File: config.mk
export PLATFORM = sky130hd
export DESIGN_NAME = hb_gate_seq
export DESIGN_NICKNAME = d
export VERILOG_FILES = /design/src/rtl/hb_gate_pkg.sv /design/src/rtl/hb_len_calc.sv /design/src/rtl/hb_phase_ctl.sv /design/src/rtl/hb_out_reg.sv /design/src/rtl/hb_gate_seq.sv
export SDC_FILE = /design/constraint.sdc
export NUM_CORES = 1
export LEC_CHECK = 0
export BUFFER_PORTS_ARGS = -buffer_cell sky130_fd_sc_hd__buf_2
export CORE_ASPECT_RATIO = 1.25
export CORE_MARGIN = 2
export CORE_UTILIZATION = 54
export CTS_BUF_LIST = sky130_fd_sc_hd__clkbuf_16
export DETAILED_ROUTE_END_ITERATION = 8
export GPL_TIMING_DRIVEN = 0
export PLACE_DENSITY = 0.75
export SLEW_MARGIN = 20
export SYNTH_ARGS = -nofsm -noshare
export SYNTH_HDL_FRONTEND = slang
export SYNTH_SLANG_ARGS = --single-unit
File: constraint.sdc
create_clock -name clk -period 2.9 [get_ports clk]
set_input_delay 0 -clock clk [delete_from_list [all_inputs] [get_ports clk]]
set_output_delay 0 -clock clk [all_outputs]
set_load 0.05 [all_outputs]
File: src/rtl/hb_gate_pkg.sv
package hb_gate_pkg;

  typedef enum logic [2:0] {
    PH_IDLE  = 3'd0,
    PH_LS_ON = 3'd1,
    PH_GAP_A = 3'd2,
    PH_HS_ON = 3'd3,
    PH_GAP_B = 3'd4
  } phase_t;

  // dead time in clock cycles: 1.8 us (rounded) or 1.0 us
  function automatic int dead_cycles(input int clk_mhz, input bit slow);
    if (slow) return (clk_mhz * 18 + 5) / 10;
    return clk_mhz;
  endfunction

endpackage

File: src/rtl/hb_len_calc.sv
module hb_len_calc #(
  parameter int PER_W = 16,
  parameter int DEAD  = 9
) (
  input  logic [PER_W-1:0] raw_half,
  output logic [PER_W-1:0] half_c,
  output logic [PER_W-1:0] on_m1
);
  localparam logic [PER_W-1:0] MIN_HALF = PER_W'(DEAD + 1);

  always_comb begin
    half_c = (raw_half < MIN_HALF) ? MIN_HALF : raw_half;
    on_m1  = half_c - MIN_HALF;
  end
endmodule

File: src/rtl/hb_phase_ctl.sv
module hb_phase_ctl
  import hb_gate_pkg::*;
#(
  parameter int PER_W = 16,
  parameter int DEAD  = 9
) (
  input  logic             clk,
  input  logic             rst,
  input  logic             en,
  input  logic [PER_W-1:0] half_per,
  output phase_t           cur_ph,
  output phase_t           nxt_ph
);
  localparam logic [PER_W-1:0] GAP_M1 = PER_W'(DEAD - 1);

  phase_t           state_q;
  logic [PER_W-1:0] cnt_q;
  logic [PER_W-1:0] per_q;
  logic             at_zero;
  logic             new_cycle;
  logic [PER_W-1:0] len_src;
  logic [PER_W-1:0] half_c;
  logic [PER_W-1:0] on_m1;

  assign at_zero   = (cnt_q == '0);
  assign new_cycle = en && ((state_q == PH_IDLE) ||
                            (state_q == PH_GAP_B && at_zero));
  assign len_src   = new_cycle ? half_per : per_q;

  hb_len_calc #(.PER_W(PER_W), .DEAD(DEAD)) u_len (
    .raw_half (len_src),
    .half_c   (half_c),
    .on_m1    (on_m1)
  );

  always_comb begin
    nxt_ph = state_q;
    if (!en) begin
      nxt_ph = PH_IDLE;
    end else begin
      case (state_q)
        PH_IDLE:  nxt_ph = PH_LS_ON;
        PH_LS_ON: if (at_zero) nxt_ph = PH_GAP_A;
        PH_GAP_A: if (at_zero) nxt_ph = PH_HS_ON;
        PH_HS_ON: if (at_zero) nxt_ph = PH_GAP_B;
        PH_GAP_B: if (at_zero) nxt_ph = PH_LS_ON;
        default:  nxt_ph = PH_IDLE;
      endcase
    end
  end

  always_ff @(posedge clk) begin
    if (rst) begin
      state_q <= PH_IDLE;
      cnt_q   <= '0;
      per_q   <= '0;
    end else begin
      state_q <= nxt_ph;
      if (new_cycle) per_q <= half_c;
      if (nxt_ph != state_q) begin
        case (nxt_ph)
          PH_LS_ON, PH_HS_ON: cnt_q <= on_m1;
          PH_GAP_A, PH_GAP_B: cnt_q <= GAP_M1;
          default:            cnt_q <= '0;
        endcase
      end else if (!at_zero) begin
        cnt_q <= cnt_q - 1'b1;
      end
    end
  end

  assign cur_ph = state_q;
endmodule

File: src/rtl/hb_out_reg.sv
module hb_out_reg
  import hb_gate_pkg::*;
(
  input  logic   clk,
  input  logic   rst,
  input  phase_t cur_ph,
  input  phase_t nxt_ph,
  output logic   hs_q,
  output logic   ls_q,
  output logic   rise_q
);
  always_ff @(posedge clk) begin
    if (rst) begin
      hs_q   <= 1'b0;
      ls_q   <= 1'b0;
      rise_q <= 1'b0;
    end else begin
      hs_q   <= (nxt_ph == PH_HS_ON);
      ls_q   <= (nxt_ph == PH_LS_ON);
      rise_q <= (nxt_ph == PH_LS_ON) && (cur_ph != PH_LS_ON);
    end
  end
endmodule

File: src/rtl/hb_gate_seq.sv
module hb_gate_seq
  import hb_gate_pkg::*;
#(
  parameter int PER_W     = 16,
  parameter int CLK_MHZ   = 50,
  parameter bit SLOW_DEAD = 1'b1
) (
  input  logic             clk,
  input  logic             rst,
  input  logic             en,
  input  logic [PER_W-1:0] half_per,
  output logic             hs_gate,
  output logic             ls_gate,
  output logic             ls_rise
);
  localparam int DEAD_CYC = dead_cycles(CLK_MHZ, SLOW_DEAD);

  phase_t cur_ph;
  phase_t nxt_ph;

  hb_phase_ctl #(.PER_W(PER_W), .DEAD(DEAD_CYC)) u_ctl (
    .clk      (clk),
    .rst      (rst),
    .en       (en),
    .half_per (half_per),
    .cur_ph   (cur_ph),
    .nxt_ph   (nxt_ph)
  );

  hb_out_reg u_out (
    .clk    (clk),
    .rst    (rst),
    .cur_ph (cur_ph),
    .nxt_ph (nxt_ph),
    .hs_q   (hs_gate),
    .ls_q   (ls_gate),
    .rise_q (ls_rise)
  );
endmodule

==> impl_metrics.env, run 1 <==
export IMPL_reg2reg_slack_ps=90
export IMPL_numCtsBuffers=5
export IMPL_routed_wl_um=7886
export IMPL_ant_nets=0
export IMPL_slowest_stage="mux2_2"
export IMPL_cp_slowest_stage_delay_ps=390
export IMPL_fin_ws_ps=85.69
export IMPL_ios=22
export IMPL_regToRegEndpoint="u_ctl.cnt_q[13]"
export IMPL_ys_warn_count=0
export IMPL_cts_tree="yes"
export IMPL_syn_nets=339
export IMPL_worstPathMaxFanout=8
export IMPL_cp_cell_sequence="inv_2 -> ha_4 -> nor4b_4 -> buf_4 -> nand4_4 -> a21oi_4 -> buf_6 -> buf_4 -> buf_4 -> mux2_2 -> nor4_2 -> a2bb2oi_2 -> o22ai_1"
export IMPL_crit_arrival_ps=2960
export IMPL_fin_nets=387
export IMPL_die_h_um=83.43
export IMPL_wl_per_cell_um=18.47
export IMPL_relSlewSlack_pct=54.24
export IMPL_grt_pass1_vias=2674
export IMPL_period_share_pct=97.05
export IMPL_place_ws_ps=-512.6
export IMPL_p_per_area_nw_per_um2=611.8
export IMPL_synth_distinct_cells=77
export IMPL_synth_seq_cells=38
export IMPL_grt_util_all_layers_pct=28.89
export IMPL_tns_ps=0
export IMPL_num_rows=28
export IMPL_start_kind="flop"
export IMPL_synth_edf_count=0
export IMPL_p_int_w=0.001291
export IMPL_final_min_clock_period_ps=2814
export IMPL_critPathKind="reg -> reg"
export IMPL_dieWidth_um=67.54
export IMPL_synthFlopType="dfxtp_1"
export IMPL_setup_viol_count_final=0
export IMPL_antenna_found_initial=0
export IMPL_h_tree_depth=2
export IMPL_initial_core_util_pct=56.78
export IMPL_viasPerCell=6.412
export IMPL_p_leak_nw=1.341
export IMPL_num_fill_cells=376
export IMPL_holdPathStages=3
export IMPL_async_flop_share_pct=0
export IMPL_grt_start_max_net_pins=20
export IMPL_timing_hold_violations_final=0
export IMPL_ys_seq_area_share_pct=27.92
export IMPL_combPwrFrac_pct=41.0
export IMPL_vias=2738
export IMPL_grt_pass1_wl_um=12550
export IMPL_min_path_type="in -> reg"
export IMPL_drcViolationCount=0
export IMPL_cts_num_sinks=38
export IMPL_crit_required_ps=3040
export IMPL_min_to="u_ctl.per_q[4]"
export IMPL_clk_insertion_delay_late_ps=280
export IMPL_worstMarginPinSlew_ps=681.9
export IMPL_timing_final_max_slew_violations=0
export IMPL_maxCapViolations=0
export IMPL_avgSynthCellArea_um2=8.570
export IMPL_p_clk_share_pct=26.2
export IMPL_cts_reportedPaths_clkPinSlew_ps=60
export IMPL_netlist_area_um2=2725
export IMPL_drt_iter0_drc=247
export IMPL_cts_root_buffer="clkbuf_16"
export IMPL_end_kind="flop"
export IMPL_max_freq_mhz=355.3
export IMPL_finClkSkew_ps=6.944
export IMPL_ir_worst_vdd_uv=333.8
export IMPL_p_sw_share_pct=36.78
export IMPL_status="completed"
export IMPL_place_congestion=0.9190
export IMPL_r2r_start="u_ctl.cnt_q[1]"
export IMPL_worstRegToRegCells=13
export IMPL_worstHoldStart="half_per[4]"
export IMPL_synth_cells=318
export IMPL_drive_gt1_share_pct=27.79
export IMPL_dieArea_um2=5635
export IMPL_p_switching_w=0.0007509
export IMPL_clockBufferDepth=2
export IMPL_holdBufCountCts=0
export IMPL_core_area_um2=4800
export IMPL_pwr_share_seq_pct=32.8
export IMPL_area_growth_pct=22.45
export IMPL_grt_overflow_total=0
export IMPL_numPortBuffers=19
export IMPL_antenna_cells=0
export IMPL_dr_pass1_iters=4
export IMPL_dp_hpwl_um=5486
export IMPL_crit_path_frequent_cell="buf_4"
==> synthesized netlist by cell type (7+ instances only) <==
cell type  count  share of area [%]
a21oi_1       13                2.4
and3_1         7                1.6
dfxtp_1       38                 28
mux2i_1       18                6.6
nand2_1       29                4.0
nand3_1        7                1.3
nor2_1        40                5.5
nor3_1        16                2.9
o21ai_0        9                1.7
xnor2_1       10                3.2
xor2_1         8                2.6
==> final cells by class <==
cell class | count | area, um^2 | share of cell area [%]
inverters | 6 | 22.52 | 0.6749
repair buffers | 43 | 275.3 | 8.249
clock buffers | 5 | 125.1 | 3.750
well taps | 60 | 75.07 | 2.250
clock inverters | 3 | 16.27 | 0.4874
flip-flops and latches | 38 | 763.2 | 22.87
multi-input cells | 263 | 1986 | 59.50
plain buffers | 9 | 73.82 | 2.212
==> per-stage QoR <==
stage	instances	hold slack (ps)	util, %	total power, W	area, um^2
4_1_cts	418	7.322	66.74	0.001965	3203
3_5_place_dp	397	302.3	60.58	0.001359	2908
6_report	427	15.86	69.53	0.002042	3337
3_3_place_gp	397	289.8	60.58	0.001346	2908
5_1_grt	427	41.40	69.53	0.002138	3337
2_1_floorplan	318	140.5	-	0.001200	2738
==> cell usage in the layout, fill, tap and decap left out, types with 3 or more instances in the layout <==
| cell type | netlist | routed |
|---|---|---|
| nand2_1 | 29 | 29 |
| o22ai_1 | 6 | 6 |
| nor2b_1 | 4 | 4 |
| buf_4 | 2 | 25 |
| nor3_1 | 16 | 15 |
| o21ai_0 | 9 | 7 |
| a221oi_2 | 2 | 3 |
| o22a_1 | 3 | 3 |
| a2111oi_4 | 2 | 3 |
| xor2_1 | 8 | 8 |
| nor4_1 | 4 | 3 |
| o21ai_2 | 1 | 3 |
| o21ai_1 | 3 | 3 |
| and3_1 | 7 | 7 |
| clkbuf_16 | 0 | 5 |
| buf_2 | 2 | 21 |
| nand2b_1 | 6 | 6 |
| xnor2_1 | 10 | 10 |
| nor2_1 | 40 | 39 |
| mux2_2 | 3 | 4 |
| dfxtp_1 | 38 | 36 |
| a31oi_1 | 3 | 3 |
| a21oi_1 | 13 | 13 |
| nor3b_1 | 4 | 4 |
| mux2i_1 | 18 | 17 |
| a211oi_1 | 6 | 6 |
| inv_1 | 6 | 4 |
| nand3_1 | 7 | 7 |
==> worst max path at each step <==
stage	cells past startpoint	endpoint	startpoint	slack, ps
2_1_floorplan	14	u_ctl.cnt_q[4]	u_ctl.cnt_q[0]	7
3_3_place_gp	14	u_ctl.cnt_q[4]	u_ctl.cnt_q[0]	-490
3_5_place_dp	14	u_ctl.cnt_q[4]	u_ctl.cnt_q[0]	-510
4_1_cts	11	u_ctl.cnt_q[4]	u_ctl.cnt_q[9]	10
5_1_grt	14	u_ctl.cnt_q[4]	u_ctl.cnt_q[1]	-30
6_report	13	u_ctl.cnt_q[13]	u_ctl.cnt_q[1]	90
==> power by group through the flow <==
stage	clock network, W	logic [W]	registers [W]
after floorplan	0	0.000538	0.000662
after global routing	0.000555	0.000908	0.000676
final	0.000536	0.000837	0.000669
after global placement	0	0.000680	0.000666
after CTS	0.000541	0.000764	0.000660
after detailed placement	0	0.000690	0.000669
==> flip-flops by register name, indices dropped and copies added, names as in the netlist <==
register	flops
u_out.rise_q	1
u_ctl.cnt_q	16
u_ctl.cur_ph	3
u_ctl.per_q	16
u_out.hs_q	1
u_out.ls_q	1
==> per-layer routing <==
metal / share of wire, % / global-route usage, % / vias to the layer above
met2: 50 / 46.52 / 104
met4: 4.1 / 13.73 / 0
met1: 41 / 35.91 / 1315
li1: - / - / 1291
met3: 5.4 / 5.556 / 28
met5: 0 / 0 / -
==> worst max-delay path: cells and delay by family (launching register included) <==
kind | cells | cell delay (ps)
adders and majority gates | 1 | 150
DFF | 1 | 340
AOI/OAI and AO/OA | 3 | 470
buffers and inverters | 5 | 690
and+or+nand+nor | 3 | 620
muxes | 1 | 390
==> cells by family (layout without fill, tap and decap cells) <==
kind of cell               Yosys count  count (layout)  share of synthesized area (%)
AOI/OAI and AO/OA                   78              78                          24.06
xor gates and xnor gates            18              18                          5.785
adders and majority gates            3               3                          1.285
buffers and inverters               17              66                          3.535
DFF                                 38              38                          27.92
muxes                               24              24                          9.228
and+or+nand+nor                    140             140                          28.19
==> repair_timing <==
action,in CTS,in global routing
setup endpoints to repair,8,10
pin swaps,6,7
buffers inserted,15,9
gates cloned,0,0
resized for setup,14,14
endpoints found under the hold margin,0,0
No activity file was read; power rests on OpenSTA's default activity.
==> run 2, diff against run 1 <==
Settings changed: GPL_TIMING_DRIVEN 0 to unset.
==> impl_metrics.env, run 2 (same netlist as run 1, synthesis figures left out) <==
export IMPL_status="completed"
export IMPL_numPortBuffers=21
export IMPL_area_growth_pct=17.49
export IMPL_setup_viol_count_final=0
export IMPL_worstPathMaxFanout=7
export IMPL_antenna_cells=0
export IMPL_crit_required_ps=3100
export IMPL_dieWidth_um=67.54
export IMPL_p_int_w=0.001255
export IMPL_die_h_um=83.43
export IMPL_clockBufferDepth=2
export IMPL_ir_worst_vdd_uv=385.0
export IMPL_p_switching_w=0.0007079
export IMPL_numCtsBuffers=5
export IMPL_timing_hold_violations_final=0
export IMPL_cts_root_buffer="clkbuf_16"
export IMPL_final_seq_area_um2=760.7
export IMPL_place_congestion=0.9767
export IMPL_min_path_type="in -> reg"
export IMPL_drt_iter0_drc=194
export IMPL_start_kind="flop"
export IMPL_p_clk_share_pct=26.5
export IMPL_num_fill_cells=387
export IMPL_period_share_pct=94.15
export IMPL_end_kind="flop"
export IMPL_h_tree_depth=2
export IMPL_dp_hpwl_um=5513
export IMPL_finClkSkew_ps=6.330
export IMPL_cts_tree="yes"
export IMPL_grt_util_all_layers_pct=27.19
export IMPL_cp_cell_sequence="nand2_1 -> or4b_1 -> o21a_2 -> a21oi_4 -> o21ai_0 -> ha_2 -> o22a_1 -> a221o_1 -> a221oi_2"
export IMPL_critPathKind="reg -> reg"
export IMPL_viasPerCell=6.396
export IMPL_multi_input_area_um2=1912
export IMPL_max_freq_mhz=366.2
export IMPL_drive_gt1_share_pct=23.96
export IMPL_num_rows=28
export IMPL_ant_nets=0
export IMPL_maxCapViolations=0
export IMPL_antenna_found_initial=0
export IMPL_dieArea_um2=5635
export IMPL_relSlewSlack_pct=54.27
export IMPL_grt_pass1_wl_um=11900
export IMPL_pwr_share_seq_pct=33.6
export IMPL_crit_arrival_ps=2930
export IMPL_p_leak_nw=1.297
export IMPL_holdBufCountCts=0
export IMPL_drcViolationCount=0
export IMPL_vias=2680
export IMPL_grt_pass1_vias=2581
export IMPL_p_sw_share_pct=36.07
export IMPL_routed_wl_um=7411
export IMPL_post_route_cell_area_um2=3202
export IMPL_wl_per_cell_um=17.69
export IMPL_dp_cells=408
export IMPL_ios=22
export IMPL_cts_reportedPaths_clkPinSlew_ps=60
export IMPL_worstMarginPinSlew_ps=681.4
export IMPL_core_area_um2=4800
export IMPL_final_min_clock_period_ps=2730
export IMPL_layout_common_cells="nor2_1, dfxtp_1, nand2_1, buf_2, buf_4"
export IMPL_stdcell_count=419
export IMPL_timing_final_max_slew_violations=0
export IMPL_cp_slowest_stage_delay_ps=530
export IMPL_dpl_instance_area_um2=3005
export IMPL_dr_pass1_iters=5
export IMPL_layout_commonest_cell="nor2_1"
export IMPL_grt_overflow_total=0
export IMPL_cts_num_sinks=38
export IMPL_clk_insertion_delay_late_ps=280
export IMPL_slowest_stage="or4b_1"
export IMPL_fin_nets=379
export IMPL_p_per_area_nw_per_um2=613.0
export IMPL_initial_core_util_pct=56.78
export IMPL_combPwrFrac_pct=39.9
export IMPL_grt_start_max_net_pins=28
==> run 2: what timing repair did <==
action	4_1_cts	5_1_grt
endpoints found under the setup margin	0	7
resized for setup	0	8
endpoints found under the hold margin	0	0
setup buffers	0	3
==> run 2: per-layer routing <==
metal,wire length [um],GRT usage [%],vias to the layer above
met3,350,4.607,28
met5,0,0,-
met1,2964,31.89,1276
met2,3773,45.99,101
met4,323,13.36,0
li1,-,-,1275
==> run 2: power groups by stage <==
stage,Clock [W],Combinational (W),Sequential (W)
2_1_floorplan,0,0.000538,0.000662
3_3_place_gp,0,0.000732,0.000666
3_5_place_dp,0,0.000741,0.000668
4_1_cts,0.000531,0.000749,0.000657
5_1_grt,0.000555,0.000850,0.000668
6_report,0.000520,0.000784,0.000659
==> run 2: path summary, 6_finish.rpt <==
kind                                      from              to  slack [ps]  depth (start not counted)
worst max-delay path            u_ctl.per_q[3]  u_ctl.cnt_q[4]         170                          9
worst min-delay path               half_per[4]  u_ctl.per_q[4]          10                          3
worst max register to register  u_ctl.per_q[3]  u_ctl.cnt_q[4]         170                          9
worst min register to register  u_ctl.cnt_q[1]  u_ctl.cnt_q[1]         520                          2
==> run 2: critical path, delay by kind of cell, from the launching register on <==
family	cells	cell delay [ps]
flops	1	430
compound gates	6	1340
simple gates	2	630
fa+ha+maj	1	250
==> run 2: layout make-up <==
class | count | share of cell area, %
clock buffers | 5 | 3.908
clock inverters | 3 | 0.3908
inverters | 6 | 0.7034
multi-input cells | 263 | 59.71
flip-flops and latches | 38 | 23.76
well taps | 60 | 2.345
repair buffers | 44 | 9.183
==> run 2: metrics by stage <==
stage          hold slack (ps)  setup slack [ps]  power [W]  utilization (%)  TNS, ps
2_1_floorplan            140.5             6.576   0.001200                -        0
3_3_place_gp             292.8             188.2   0.001398            62.62        0
3_5_place_dp             302.4             127.0   0.001408            62.62        0
4_1_cts                  4.090             50.93   0.001938            65.48        0
5_1_grt                  17.99            -27.09   0.002073            66.71   -47.40
6_report                 9.888             169.6   0.001963            66.71        0
